### src/rtl/fsu_pkg.sv
package fsu_pkg;

    localparam int REG_AW  = 12;
    localparam int REG_DW  = 32;
    localparam int MAX_MST = 8;

    localparam logic [REG_AW-1:0] OFS_ENABLE     = 12'h100;
    localparam logic [REG_AW-1:0] OFS_CLEAR      = 12'h104;
    localparam logic [REG_AW-1:0] OFS_STATUS     = 12'h108;
    localparam logic [REG_AW-1:0] OFS_PADDR_BASE = 12'h110;
    localparam logic [REG_AW-1:0] OFS_L1_ADDR    = 12'h130;
    localparam logic [REG_AW-1:0] OFS_L2_ADDR    = 12'h134;
    localparam logic [REG_AW-1:0] OFS_PDATA_BASE = 12'h150;
    localparam logic [REG_AW-1:0] OFS_L1_BLAME   = 12'h180;
    localparam logic [REG_AW-1:0] OFS_L2_BLAME   = 12'h184;

    localparam int BIT_L1 = 16;
    localparam int BIT_L2 = 17;

endpackage

### src/rtl/fsu_mst_decode.sv
module fsu_mst_decode #(
    parameter int NM = 6,
    parameter int MW = 3
) (
    input  logic          vld,
    input  logic [MW-1:0] idx,
    output logic [NM-1:0] onehot
);

    always_comb begin
        onehot = '0;
        for (int i = 0; i < NM; i++) begin
            onehot[i] = vld && (idx == MW'(i));
        end
    end

endmodule

### src/rtl/fsu_capture.sv
module fsu_capture #(
    parameter int W = 32
) (
    input  logic         clk,
    input  logic         rst_n,
    input  logic         load,
    input  logic [W-1:0] din,
    output logic [W-1:0] dout
);

    typedef struct packed {
        logic [W-1:0] rec;
    } cap_t;

    cap_t cap_d, cap_q;

    always_comb begin
        cap_d = cap_q;
        if (load) begin
            cap_d.rec = din;
        end
    end

    always_ff @(posedge clk) begin
        if (!rst_n) begin
            cap_q <= '0;
        end else begin
            cap_q <= cap_d;
        end
    end

    assign dout = cap_q.rec;

endmodule

### src/rtl/fsu_status.sv
module fsu_status #(
    parameter int NM = 6
) (
    input  logic          clk,
    input  logic          rst_n,
    input  logic [NM-1:0] perm_hit,
    input  logic          l1_hit,
    input  logic          l2_hit,
    input  logic          en_wr,
    input  logic          clr_wr,
    input  logic [NM-1:0] wr_perm_bits,
    input  logic          wr_l1,
    input  logic          wr_l2,
    output logic [NM-1:0] sts_perm,
    output logic          sts_l1,
    output logic          sts_l2,
    output logic [NM-1:0] en_perm,
    output logic          en_l1,
    output logic          en_l2,
    output logic [NM-1:0] cap_perm,
    output logic          cap_l1,
    output logic          cap_l2,
    output logic          irq
);

    typedef struct packed {
        logic [NM-1:0] perm;
        logic          l1;
        logic          l2;
        logic [NM-1:0] en_perm;
        logic          en_l1;
        logic          en_l2;
        logic          irq;
    } st_t;

    st_t st_d, st_q;

    logic [NM-1:0] clr_perm;
    logic          clr_l1;
    logic          clr_l2;

    always_comb begin
        st_d     = st_q;
        clr_perm = clr_wr ? wr_perm_bits : '0;
        clr_l1   = clr_wr && wr_l1;
        clr_l2   = clr_wr && wr_l2;

        // a source captures when its bit is free now or is freed this cycle
        cap_perm = perm_hit & (~st_q.perm | clr_perm);
        cap_l1   = l1_hit && (!st_q.l1 || clr_l1);
        cap_l2   = l2_hit && (!st_q.l2 || clr_l2);

        // set has priority over clear
        st_d.perm = (st_q.perm & ~clr_perm) | perm_hit;
        st_d.l1   = (st_q.l1 && !clr_l1) || l1_hit;
        st_d.l2   = (st_q.l2 && !clr_l2) || l2_hit;

        if (en_wr) begin
            st_d.en_perm = wr_perm_bits;
            st_d.en_l1   = wr_l1;
            st_d.en_l2   = wr_l2;
        end

        st_d.irq = (|(st_d.perm & st_d.en_perm))
                 || (st_d.l1 && st_d.en_l1)
                 || (st_d.l2 && st_d.en_l2);
    end

    always_ff @(posedge clk) begin
        if (!rst_n) begin
            st_q <= '0;
        end else begin
            st_q <= st_d;
        end
    end

    assign sts_perm = st_q.perm;
    assign sts_l1   = st_q.l1;
    assign sts_l2   = st_q.l2;
    assign en_perm  = st_q.en_perm;
    assign en_l1    = st_q.en_l1;
    assign en_l2    = st_q.en_l2;
    assign irq      = st_q.irq;

    for (genvar m = 0; m < NM; m++) begin : g_ast
        AST_PERM_SET: assert property (@(posedge clk) disable iff (!rst_n)
            perm_hit[m] |=> sts_perm[m]);
        AST_CLEAR_DROPS: assert property (@(posedge clk) disable iff (!rst_n)
            (clr_wr && wr_perm_bits[m] && !perm_hit[m]) |=> !sts_perm[m]);
    end

    AST_L1_SET: assert property (@(posedge clk) disable iff (!rst_n)
        l1_hit |=> sts_l1);
    AST_L2_SET: assert property (@(posedge clk) disable iff (!rst_n)
        l2_hit |=> sts_l2);
    AST_IRQ_MASKED: assert property (@(posedge clk) disable iff (!rst_n)
        (en_wr && wr_perm_bits == '0 && !wr_l1 && !wr_l2) |=> !irq);

endmodule

### src/rtl/fsu_rdmux.sv
module fsu_rdmux
    import fsu_pkg::*;
#(
    parameter int NM = 6,
    parameter int AW = 32,
    parameter int EW = 32
) (
    input  logic [REG_AW-1:0]     addr,
    input  logic [NM-1:0]         sts_perm,
    input  logic                  sts_l1,
    input  logic                  sts_l2,
    input  logic [NM-1:0]         en_perm,
    input  logic                  en_l1,
    input  logic                  en_l2,
    input  logic [NM-1:0][AW-1:0] perm_addr,
    input  logic [NM-1:0][EW-1:0] perm_entry,
    input  logic [AW-1:0]         l1_addr,
    input  logic [NM-1:0]         l1_blame,
    input  logic [AW-1:0]         l2_addr,
    input  logic [NM-1:0]         l2_blame,
    output logic [REG_DW-1:0]     rdata
);

    always_comb begin
        rdata = '0;
        unique case (addr)
            OFS_ENABLE: begin
                rdata[NM-1:0] = en_perm;
                rdata[BIT_L1] = en_l1;
                rdata[BIT_L2] = en_l2;
            end
            OFS_STATUS: begin
                rdata[NM-1:0] = sts_perm;
                rdata[BIT_L1] = sts_l1;
                rdata[BIT_L2] = sts_l2;
            end
            OFS_L1_ADDR:  rdata[AW-1:0] = l1_addr;
            OFS_L2_ADDR:  rdata[AW-1:0] = l2_addr;
            OFS_L1_BLAME: rdata[NM-1:0] = l1_blame;
            OFS_L2_BLAME: rdata[NM-1:0] = l2_blame;
            default: begin
                for (int m = 0; m < NM; m++) begin
                    if (addr == REG_AW'(OFS_PADDR_BASE + 4 * m)) begin
                        rdata[AW-1:0] = perm_addr[m];
                    end
                    if (addr == REG_AW'(OFS_PDATA_BASE + 4 * m)) begin
                        rdata[EW-1:0] = perm_entry[m];
                    end
                end
            end
        endcase
    end

endmodule

### src/rtl/fault_status_unit.sv
module fault_status_unit
    import fsu_pkg::*;
#(
    parameter int NUM_MASTERS = 6,
    parameter int MST_W       = 3,
    parameter int ADDR_W      = 32,
    parameter int ENTRY_W     = 32
) (
    input  logic               clk,
    input  logic               rst_n,
    input  logic               reg_wr,
    input  logic [11:0]        reg_addr,
    input  logic [31:0]        reg_wdata,
    output logic [31:0]        reg_rdata,
    input  logic               l1_flt_vld,
    input  logic [MST_W-1:0]   l1_flt_mst,
    input  logic [ADDR_W-1:0]  l1_flt_addr,
    input  logic               l2_flt_vld,
    input  logic [MST_W-1:0]   l2_flt_mst,
    input  logic [ADDR_W-1:0]  l2_flt_addr,
    input  logic               perm_flt_vld,
    input  logic [MST_W-1:0]   perm_flt_mst,
    input  logic [ADDR_W-1:0]  perm_flt_addr,
    input  logic [ENTRY_W-1:0] perm_flt_entry,
    output logic               irq
);

    localparam int NM     = NUM_MASTERS;
    localparam int PREC_W = ADDR_W + ENTRY_W;
    localparam int TREC_W = ADDR_W + NM;

    logic [NM-1:0] perm_oh, l1_oh, l2_oh;
    logic          en_wr, clr_wr;
    logic [NM-1:0] sts_perm, en_perm, cap_perm;
    logic          sts_l1, sts_l2, en_l1, en_l2, cap_l1, cap_l2;
    logic          wdata_unused;

    logic [NM-1:0][PREC_W-1:0]  perm_rec;
    logic [NM-1:0][ADDR_W-1:0]  perm_addr;
    logic [NM-1:0][ENTRY_W-1:0] perm_entry;
    logic [TREC_W-1:0]          l1_rec, l2_rec;

    assign en_wr        = reg_wr && (reg_addr == OFS_ENABLE);
    assign clr_wr       = reg_wr && (reg_addr == OFS_CLEAR);
    assign wdata_unused = ^{reg_wdata[31:BIT_L2+1], reg_wdata[BIT_L1-1:NM]};

    fsu_mst_decode #(.NM(NM), .MW(MST_W)) u_dec_perm (
        .vld(perm_flt_vld), .idx(perm_flt_mst), .onehot(perm_oh));
    fsu_mst_decode #(.NM(NM), .MW(MST_W)) u_dec_l1 (
        .vld(l1_flt_vld), .idx(l1_flt_mst), .onehot(l1_oh));
    fsu_mst_decode #(.NM(NM), .MW(MST_W)) u_dec_l2 (
        .vld(l2_flt_vld), .idx(l2_flt_mst), .onehot(l2_oh));

    fsu_status #(.NM(NM)) u_status (
        .clk          (clk),
        .rst_n        (rst_n),
        .perm_hit     (perm_oh),
        .l1_hit       (|l1_oh),
        .l2_hit       (|l2_oh),
        .en_wr        (en_wr),
        .clr_wr       (clr_wr),
        .wr_perm_bits (reg_wdata[NM-1:0]),
        .wr_l1        (reg_wdata[BIT_L1]),
        .wr_l2        (reg_wdata[BIT_L2]),
        .sts_perm     (sts_perm),
        .sts_l1       (sts_l1),
        .sts_l2       (sts_l2),
        .en_perm      (en_perm),
        .en_l1        (en_l1),
        .en_l2        (en_l2),
        .cap_perm     (cap_perm),
        .cap_l1       (cap_l1),
        .cap_l2       (cap_l2),
        .irq          (irq)
    );

    for (genvar m = 0; m < NM; m++) begin : g_perm
        fsu_capture #(.W(PREC_W)) u_cap (
            .clk  (clk),
            .rst_n(rst_n),
            .load (cap_perm[m]),
            .din  ({perm_flt_addr, perm_flt_entry}),
            .dout (perm_rec[m])
        );
        assign perm_addr[m]  = perm_rec[m][PREC_W-1:ENTRY_W];
        assign perm_entry[m] = perm_rec[m][ENTRY_W-1:0];

        AST_PERM_HOLD: assert property (@(posedge clk) disable iff (!rst_n)
            (sts_perm[m] && !(clr_wr && reg_wdata[m])) |=> $stable(perm_rec[m]));
    end

    fsu_capture #(.W(TREC_W)) u_cap_l1 (
        .clk(clk), .rst_n(rst_n), .load(cap_l1),
        .din({l1_flt_addr, l1_oh}), .dout(l1_rec));
    fsu_capture #(.W(TREC_W)) u_cap_l2 (
        .clk(clk), .rst_n(rst_n), .load(cap_l2),
        .din({l2_flt_addr, l2_oh}), .dout(l2_rec));

    fsu_rdmux #(.NM(NM), .AW(ADDR_W), .EW(ENTRY_W)) u_rdmux (
        .addr      (reg_addr),
        .sts_perm  (sts_perm),
        .sts_l1    (sts_l1),
        .sts_l2    (sts_l2),
        .en_perm   (en_perm),
        .en_l1     (en_l1),
        .en_l2     (en_l2),
        .perm_addr (perm_addr),
        .perm_entry(perm_entry),
        .l1_addr   (l1_rec[TREC_W-1:NM]),
        .l1_blame  (l1_rec[NM-1:0]),
        .l2_addr   (l2_rec[TREC_W-1:NM]),
        .l2_blame  (l2_rec[NM-1:0]),
        .rdata     (reg_rdata)
    );

    AST_L1_BLAME_ONEHOT: assert property (@(posedge clk) disable iff (!rst_n)
        $onehot0(l1_rec[NM-1:0]));
    AST_L2_BLAME_ONEHOT: assert property (@(posedge clk) disable iff (!rst_n)
        $onehot0(l2_rec[NM-1:0]));
    AST_L1_HOLD: assert property (@(posedge clk) disable iff (!rst_n)
        (sts_l1 && !(clr_wr && reg_wdata[BIT_L1])) |=> $stable(l1_rec));
    AST_IRQ_NEEDS_STATUS: assert property (@(posedge clk) disable iff (!rst_n)
        irq |-> (sts_l1 || sts_l2 || (|sts_perm)));

endmodule

### config.mk
export PLATFORM = sky130hd
export DESIGN_NAME = fault_status_unit
export DESIGN_NICKNAME = d
export VERILOG_FILES = /design/src/rtl/fsu_pkg.sv /design/src/rtl/fsu_mst_decode.sv /design/src/rtl/fsu_capture.sv /design/src/rtl/fsu_status.sv /design/src/rtl/fsu_rdmux.sv /design/src/rtl/fault_status_unit.sv
export SDC_FILE = /design/constraint.sdc
export NUM_CORES = 1
export LEC_CHECK = 0
export BUFFER_PORTS_ARGS = -buffer_cell sky130_fd_sc_hd__buf_2
export CORE_ASPECT_RATIO = 0.8
export CORE_MARGIN = 5
export CORE_UTILIZATION = 55
export DETAILED_ROUTE_END_ITERATION = 6
export HOLD_SLACK_MARGIN = 0.1
export PLACE_DENSITY = 0.74
export SLEW_MARGIN = 20
export SYNTH_ARGS = -nofsm -noshare
export SYNTH_HDL_FRONTEND = slang
export SYNTH_HIERARCHICAL = 1
export SYNTH_SLANG_ARGS = --single-unit
### constraint.sdc
create_clock -name clk -period 4.2 [get_ports clk]
set_clock_uncertainty 0.05 [all_clocks]
set_input_delay 0.84 -clock clk [delete_from_list [all_inputs] [get_ports clk]]
set_output_delay 0.84 -clock clk [all_outputs]
set_load 0.05 [all_outputs]
==> After elaboration in Yosys (flattened, before gate mapping) <==
Cells that the tools add are included.
{ "totals": {"ff_bits": 477, "elab_cells": 120, "ram_bits": 0, "latch_bits": 0, "romBits": 0, "output_inout_bits": 33, "mem_count": 0} }
{ "classes": {"n_reduce_logical": 46, "div_mod_pow": 0, "n_eq_ne": 34, "bitwise_logic": 7, "shifts": 0, "add_sub_neg": 0, "multipliers": 0, "magnitude_cmp": 0, "mux": 18} }
{ "op_table": {"columns": ["op", "n"], "rows": [
  ["$mux W32", 12],
  ["$eq A12 B9 Y1 const B", 19],
  ["$pmux W14 S3", 1],
  ["$pmux W6 S6", 1],
  ["$pmux W10 S3", 1],
  ["$logic_and A1 B1 Y1", 28],
  ["$and A6 B6 Y6", 3],
  ["$eq A3 B2 Y1 const B", 6],
  ["$eq A3 B3 Y1 const B", 6],
  ["$reduce_or A6 Y1", 3],
  ["$not A6 Y6", 2],
  ["$or A6 B6 Y6", 2],
  ["$pmux W2 S5", 1],
  ["$eq A3 B1 Y1 const B", 3],
  ["$logic_not A3 Y1", 3],
  ["$mux W8", 1],
  ["$logic_or A1 B1 Y1", 6],
  ["$mux W6", 1],
  ["$logic_not A1 Y1", 4],
  ["$reduce_or A4 Y1", 1],
  ["$reduce_or A2 Y1", 1]
]} }

==> Logic depth before layout (Yosys ltp) <==
{ "depth": {"word_depth": 14, "mapped_depth": 10, "ltp_nobuf": 6} }

==> Cells and area by module <==
Netlist, hierarchy kept.
{ "modules_own_cells": {"columns": ["mod", "area_each_um2", "n_inst", "cells_per_inst"], "rows": [
  ["fsu_capture (g_perm[0].u_cap ...)", 2451.1, 6, 206],
  ["fsu_rdmux", 5114.9, 1, 777],
  ["fsu_capture (u_cap_l1 ...)", 1455.1, 2, 122],
  ["fsu_status", 728.2, 1, 72],
  ["fsu_mst_decode", 73.8, 3, 6],
  ["fault_status_unit", 78.8, 1, 12]
]} }

==> Least setup slack after synthesis <==
No wires, ideal clock.
{ "synth_timing": {"kind": "input to output", "from": "input reg_addr[9]", "to": "output reg_rdata[30]", "path_stages": 8, "arrival_ps": 3421, "path_buffers": 2, "setup_slack_ps": -111, "cell_sequence": "or4b_1 -> buf_4 -> nor4_2 -> buf_4 -> nand2_1 -> nand3_1 -> a21oi_1 -> o31ai_1"} }
{ "synth_via": {"elab_chain_len": 14, "word_cells_on_any_way": 32} }
{ "synth_rtl": {"columns": ["item", "line_no", "source"], "rows": [
  ["start: declaration", "fault_status_unit.sv:12", "input logic [11:0] reg_addr,"],
  ["$eq A12 B9 Y1", "fsu_rdmux.sv:43", "if (addr == REG_AW'(OFS_PADDR_BASE + 4 * m)) begin"],
  ["$mux W32", "fsu_rdmux.sv:43", null],
  ["$mux W32", "fsu_rdmux.sv:46", "if (addr == REG_AW'(OFS_PDATA_BASE + 4 * m)) begin"],
  ["$mux W32", "fsu_rdmux.sv:43", null],
  ["$mux W32", "fsu_rdmux.sv:46", null],
  ["$mux W32", "fsu_rdmux.sv:43", null],
  ["$mux W32", "fsu_rdmux.sv:46", null],
  ["$mux W32", "fsu_rdmux.sv:43", null],
  ["$mux W32", "fsu_rdmux.sv:46", null],
  ["$mux W32", "fsu_rdmux.sv:43", null],
  ["$mux W32", "fsu_rdmux.sv:46", null],
  ["$mux W32", "fsu_rdmux.sv:43", null],
  ["$mux W32", "fsu_rdmux.sv:46", null],
  ["$pmux W14 S3 *", "fsu_rdmux.sv:26", "unique case (addr)"],
  ["end: declaration", "fault_status_unit.sv:14", "output logic [31:0] reg_rdata,"]
]} }
Every way passes the cells marked *; elsewhere a longest branch is shown, timed or not.

==> Worst setup path in the final report <==
{ "layout_timing": {"from": "input reg_addr[1]", "to": "output reg_rdata[1]"} }
{ "layout_via": {"elab_chain_len": 14, "word_cells_on_any_way": 31} }
{ "layout_rtl": {"columns": ["item", "line_no"], "rows": [
  ["$eq A12 B9 Y1", "fsu_rdmux.sv:43"],
  ["$mux W32", "fsu_rdmux.sv:43"],
  ["$mux W32", "fsu_rdmux.sv:46"],
  ["$mux W32", "fsu_rdmux.sv:43"],
  ["$mux W32", "fsu_rdmux.sv:46"],
  ["$mux W32", "fsu_rdmux.sv:43"],
  ["$mux W32", "fsu_rdmux.sv:46"],
  ["$mux W32", "fsu_rdmux.sv:43"],
  ["$mux W32", "fsu_rdmux.sv:46"],
  ["$mux W32", "fsu_rdmux.sv:43"],
  ["$mux W32", "fsu_rdmux.sv:46"],
  ["$mux W32", "fsu_rdmux.sv:43"],
  ["$mux W32", "fsu_rdmux.sv:46"],
  ["$pmux W6 S6 *", "fsu_rdmux.sv:26"]
]} }
Marked as above.

==> out/summary.txt <==
Status: finished with violations
Failing checks: design-rule violations, negative setup slack
Total wire length: 89.2 mm
Clock latency on the worst-skew pair: 0.59 ns
CTS clk-pin slew, worst paths: 0.06 ns
Placed Instances: 3136
CTS Sinks: 477
Sequential fraction of the synthesis area: 40.2%
Antenna violations before repair: 7
CTS Buffer Depth: 3
Cell Area, Synth: 23800 µm²
Max Freq: 233 MHz
Die width: 242 µm
Final worst setup slack: -0.0828 ns
Leak Pwr: 9.77 nW
Commonest cells after routing, fill and taps aside: mux2i_1, nor2b_1, dfxtp_1
Initial DRC count: 2653
CP Launch Type: primary input
Port bufs: 195
TritonCTS clock tree: yes
Final #Nets: 2815
RSZ-0062 raised after global routing: yes
IO Pins: 220
Synth area leader: dfxtp_1
Fin cells: 3229
Fin crit share: 102%
Worst Tran Pin Value: 0.879 ns
Die ar.: 47500 µm²
Chip Height: 196 µm
Worst slew margin: 41.4%
Power per cell area: 364 nW/µm²
Yosys cell types: 83
Top cells by area, synth: dfxtp_1, mux2i_1, nor2b_1
Area share of the largest cell type after synthesis: 40.2%
Core area: 43000 µm²
Worst path required time: 3.31 ns
CP Class: primary input to output pin
Layout cells sized above 1: 21.1%
M1 wire length: 38.1 mm
Drt first pass iters: 7
Ys flop type: dfxtp_1
Final hold vios: 0
Total negative slack: -0.0828 ns
Max-cap violations: 0
Initial Utilization: 55.3%
#FFs+latches synth: 477
Top routing layer used: met5
Met2 routed WL: 36.6 mm
Routed via count: 20.4k
CTS hold repair buffers: 0
First-pass GRT wire length: 130 mm
Reg area: 9550 µm²
Min-Delay Path Class: primary input to flip-flop
Area grow syn2layout: 18.4%
Final setup fails: 1
H-tree Lvls: 2
WP data arrival: 3.39 ns
Largest net degree at the start of global routing: 159
Max FO, Critical Path: 8
Detail Placement HPWL: 63.4 mm
Setup WS pre-CTS: -0.115 ns
Number of vias per cell: 6.31
Commonest non-fill, non-tap cell in the layout: mux2i_1
GRT Resource Usage Total: 35.7%
Root buffer cell: clkbuf_16
Syn_nets: 2546
Max IR drop VDD: 0.290 mV
Gp weighted congestion: 1.01
Post-synth ARST share: 0%
Synthesized instance count: 2359
Min Clock Period, post-route: 4.28 ns
Vias in the first global route: 19.8k
FP Rows: 68
Max-slew violations: 0
Total CTS buffers: 48
Fill cells: 3488
Avg Inst Size Synth: 10.1 µm²
Multi-input logic area: 13000 µm²
WL met3: 10.3 mm
Post-synth EDFFs: 0
Yosys Warn Count: 6
Remaining DRCs: 1
CP Capture Type: output pin
WHS: 0.453 ns
ANT nets after route: 0
Grt ovf: 0
Wire length per cell: 27.6 µm
where the power goes:
part           switching, mW  leakage (nW)  internal [mW]  total [mW]
registers             0.0893          3.87           4.66        4.74
clock network           1.89         0.808           2.60        4.49
logic                  0.575          5.10          0.433        1.01
synth_stat cells, types with 6 or more instances:
| cell | n |
|---|---|
| a2bb2oi_1 | 7 |
| a21o_1 | 9 |
| mux2_2 | 14 |
| nor2_1 | 74 |
| a31oi_1 | 7 |
| nand2_1 | 56 |
| and3_1 | 7 |
| o31ai_1 | 6 |
| a211oi_1 | 9 |
| a222oi_1 | 6 |
| inv_1 | 7 |
| dfxtp_1 | 477 |
| a21oi_1 | 53 |
| o221ai_1 | 26 |
| o2bb2ai_1 | 6 |
| a211o_1 | 10 |
| o21ai_1 | 6 |
| clkbuf_1 | 70 |
| and2b_1 | 7 |
| and4bb_1 | 7 |
| a21boi_0 | 8 |
| nor4_1 | 9 |
| nor3_1 | 32 |
| o21ai_0 | 50 |
| o32ai_1 | 8 |
| a22oi_1 | 48 |
| nand4_1 | 21 |
| a221oi_1 | 18 |
| buf_6 | 13 |
| buf_2 | 38 |
| buf_8 | 36 |
| nand3_1 | 31 |
| a221o_1 | 8 |
| a32oi_1 | 8 |
| nor2b_1 | 490 |
| buf_4 | 11 |
| nor4_4 | 7 |
| o22ai_1 | 37 |
| clkbuf_2 | 6 |
| mux2i_1 | 501 |
| o211ai_1 | 13 |
logic make-up after synthesis:
group           share of synthesized area, %
compound gates                          11.1
buf+inv                                 5.81
flops                                   40.2
mux                                     21.8
simple gates                            21.1
flip-flops by register name, summed over array words and instances, names as in the netlist:
signal and flops:
u_status/sts_l1 1, u_cap_l2/dout 38, u_status/sts_l2 1, u_status/en_l2 1
u_status/irq 1, u_status/en_perm 6, u_cap_l1/dout 38, u_status/en_l1 1
u_status/sts_perm 6, g_perm.u_cap/dout 384
per-layer routing:
layer | vias up | track usage (%)
met2 | 1209 | 52.3
met1 | 9854 | 50.4
met5 | - | 0
met3 | 261 | 9.79
met4 | 4 | 13.7
li1 | 9053 | -
cell type report:
class,count,area share (%)
flip-flops and latches,477,34.0
diodes,5,0.0445
well taps,560,2.49
inverters,8,0.107
clock buffers,70,5.21
clock inverters,16,0.618
multi-input cells,1691,46.1
repair buffers,402,11.5
critical path: stages:
cell       delay, ns
buf_2           0.19
or4b_1          0.58
buf_4           0.21
nor3_1          0.33
a21oi_1         0.07
o21ai_0         0.33
o31a_1          0.36
o2111ai_1       0.21
buf_2           0.26
path summary, 6_finish.rpt:
kind	from	endpoint	slack [ns]	cells after the start
setup / recovery	reg_addr[1]	reg_rdata[1]	-0.08	9
hold / removal	l2_flt_addr[24]	u_cap_l2/dout[30]	0.45	3
setup reg to reg	u_status/sts_perm[4]	g_perm[4].u_cap/dout[60]	2.36	5
hold reg to reg	g_perm[0].u_cap/dout[55]	g_perm[0].u_cap/dout[55]	0.46	2
what timing repair did:
item	CTS	global route
endpoints found under the setup margin	5	17
gates resized for setup	5	21
pin swaps	0	0
buffers inserted	0	2
stage by stage:
| step | power (mW) | area [µm²] | utilization (%) |
|---|---|---|---|
| after floorplan | 5.43 | 23800 | - |
| after global placement | 5.79 | 26400 | 61.4 |
| after detailed placement | 5.82 | 26400 | 61.4 |
| after CTS | 10.2 | 28000 | 65.3 |
| after global routing | 10.5 | 28100 | 65.5 |
| final | 10.2 | 28100 | 65.5 |
Power figures use the tool's default switching activity.
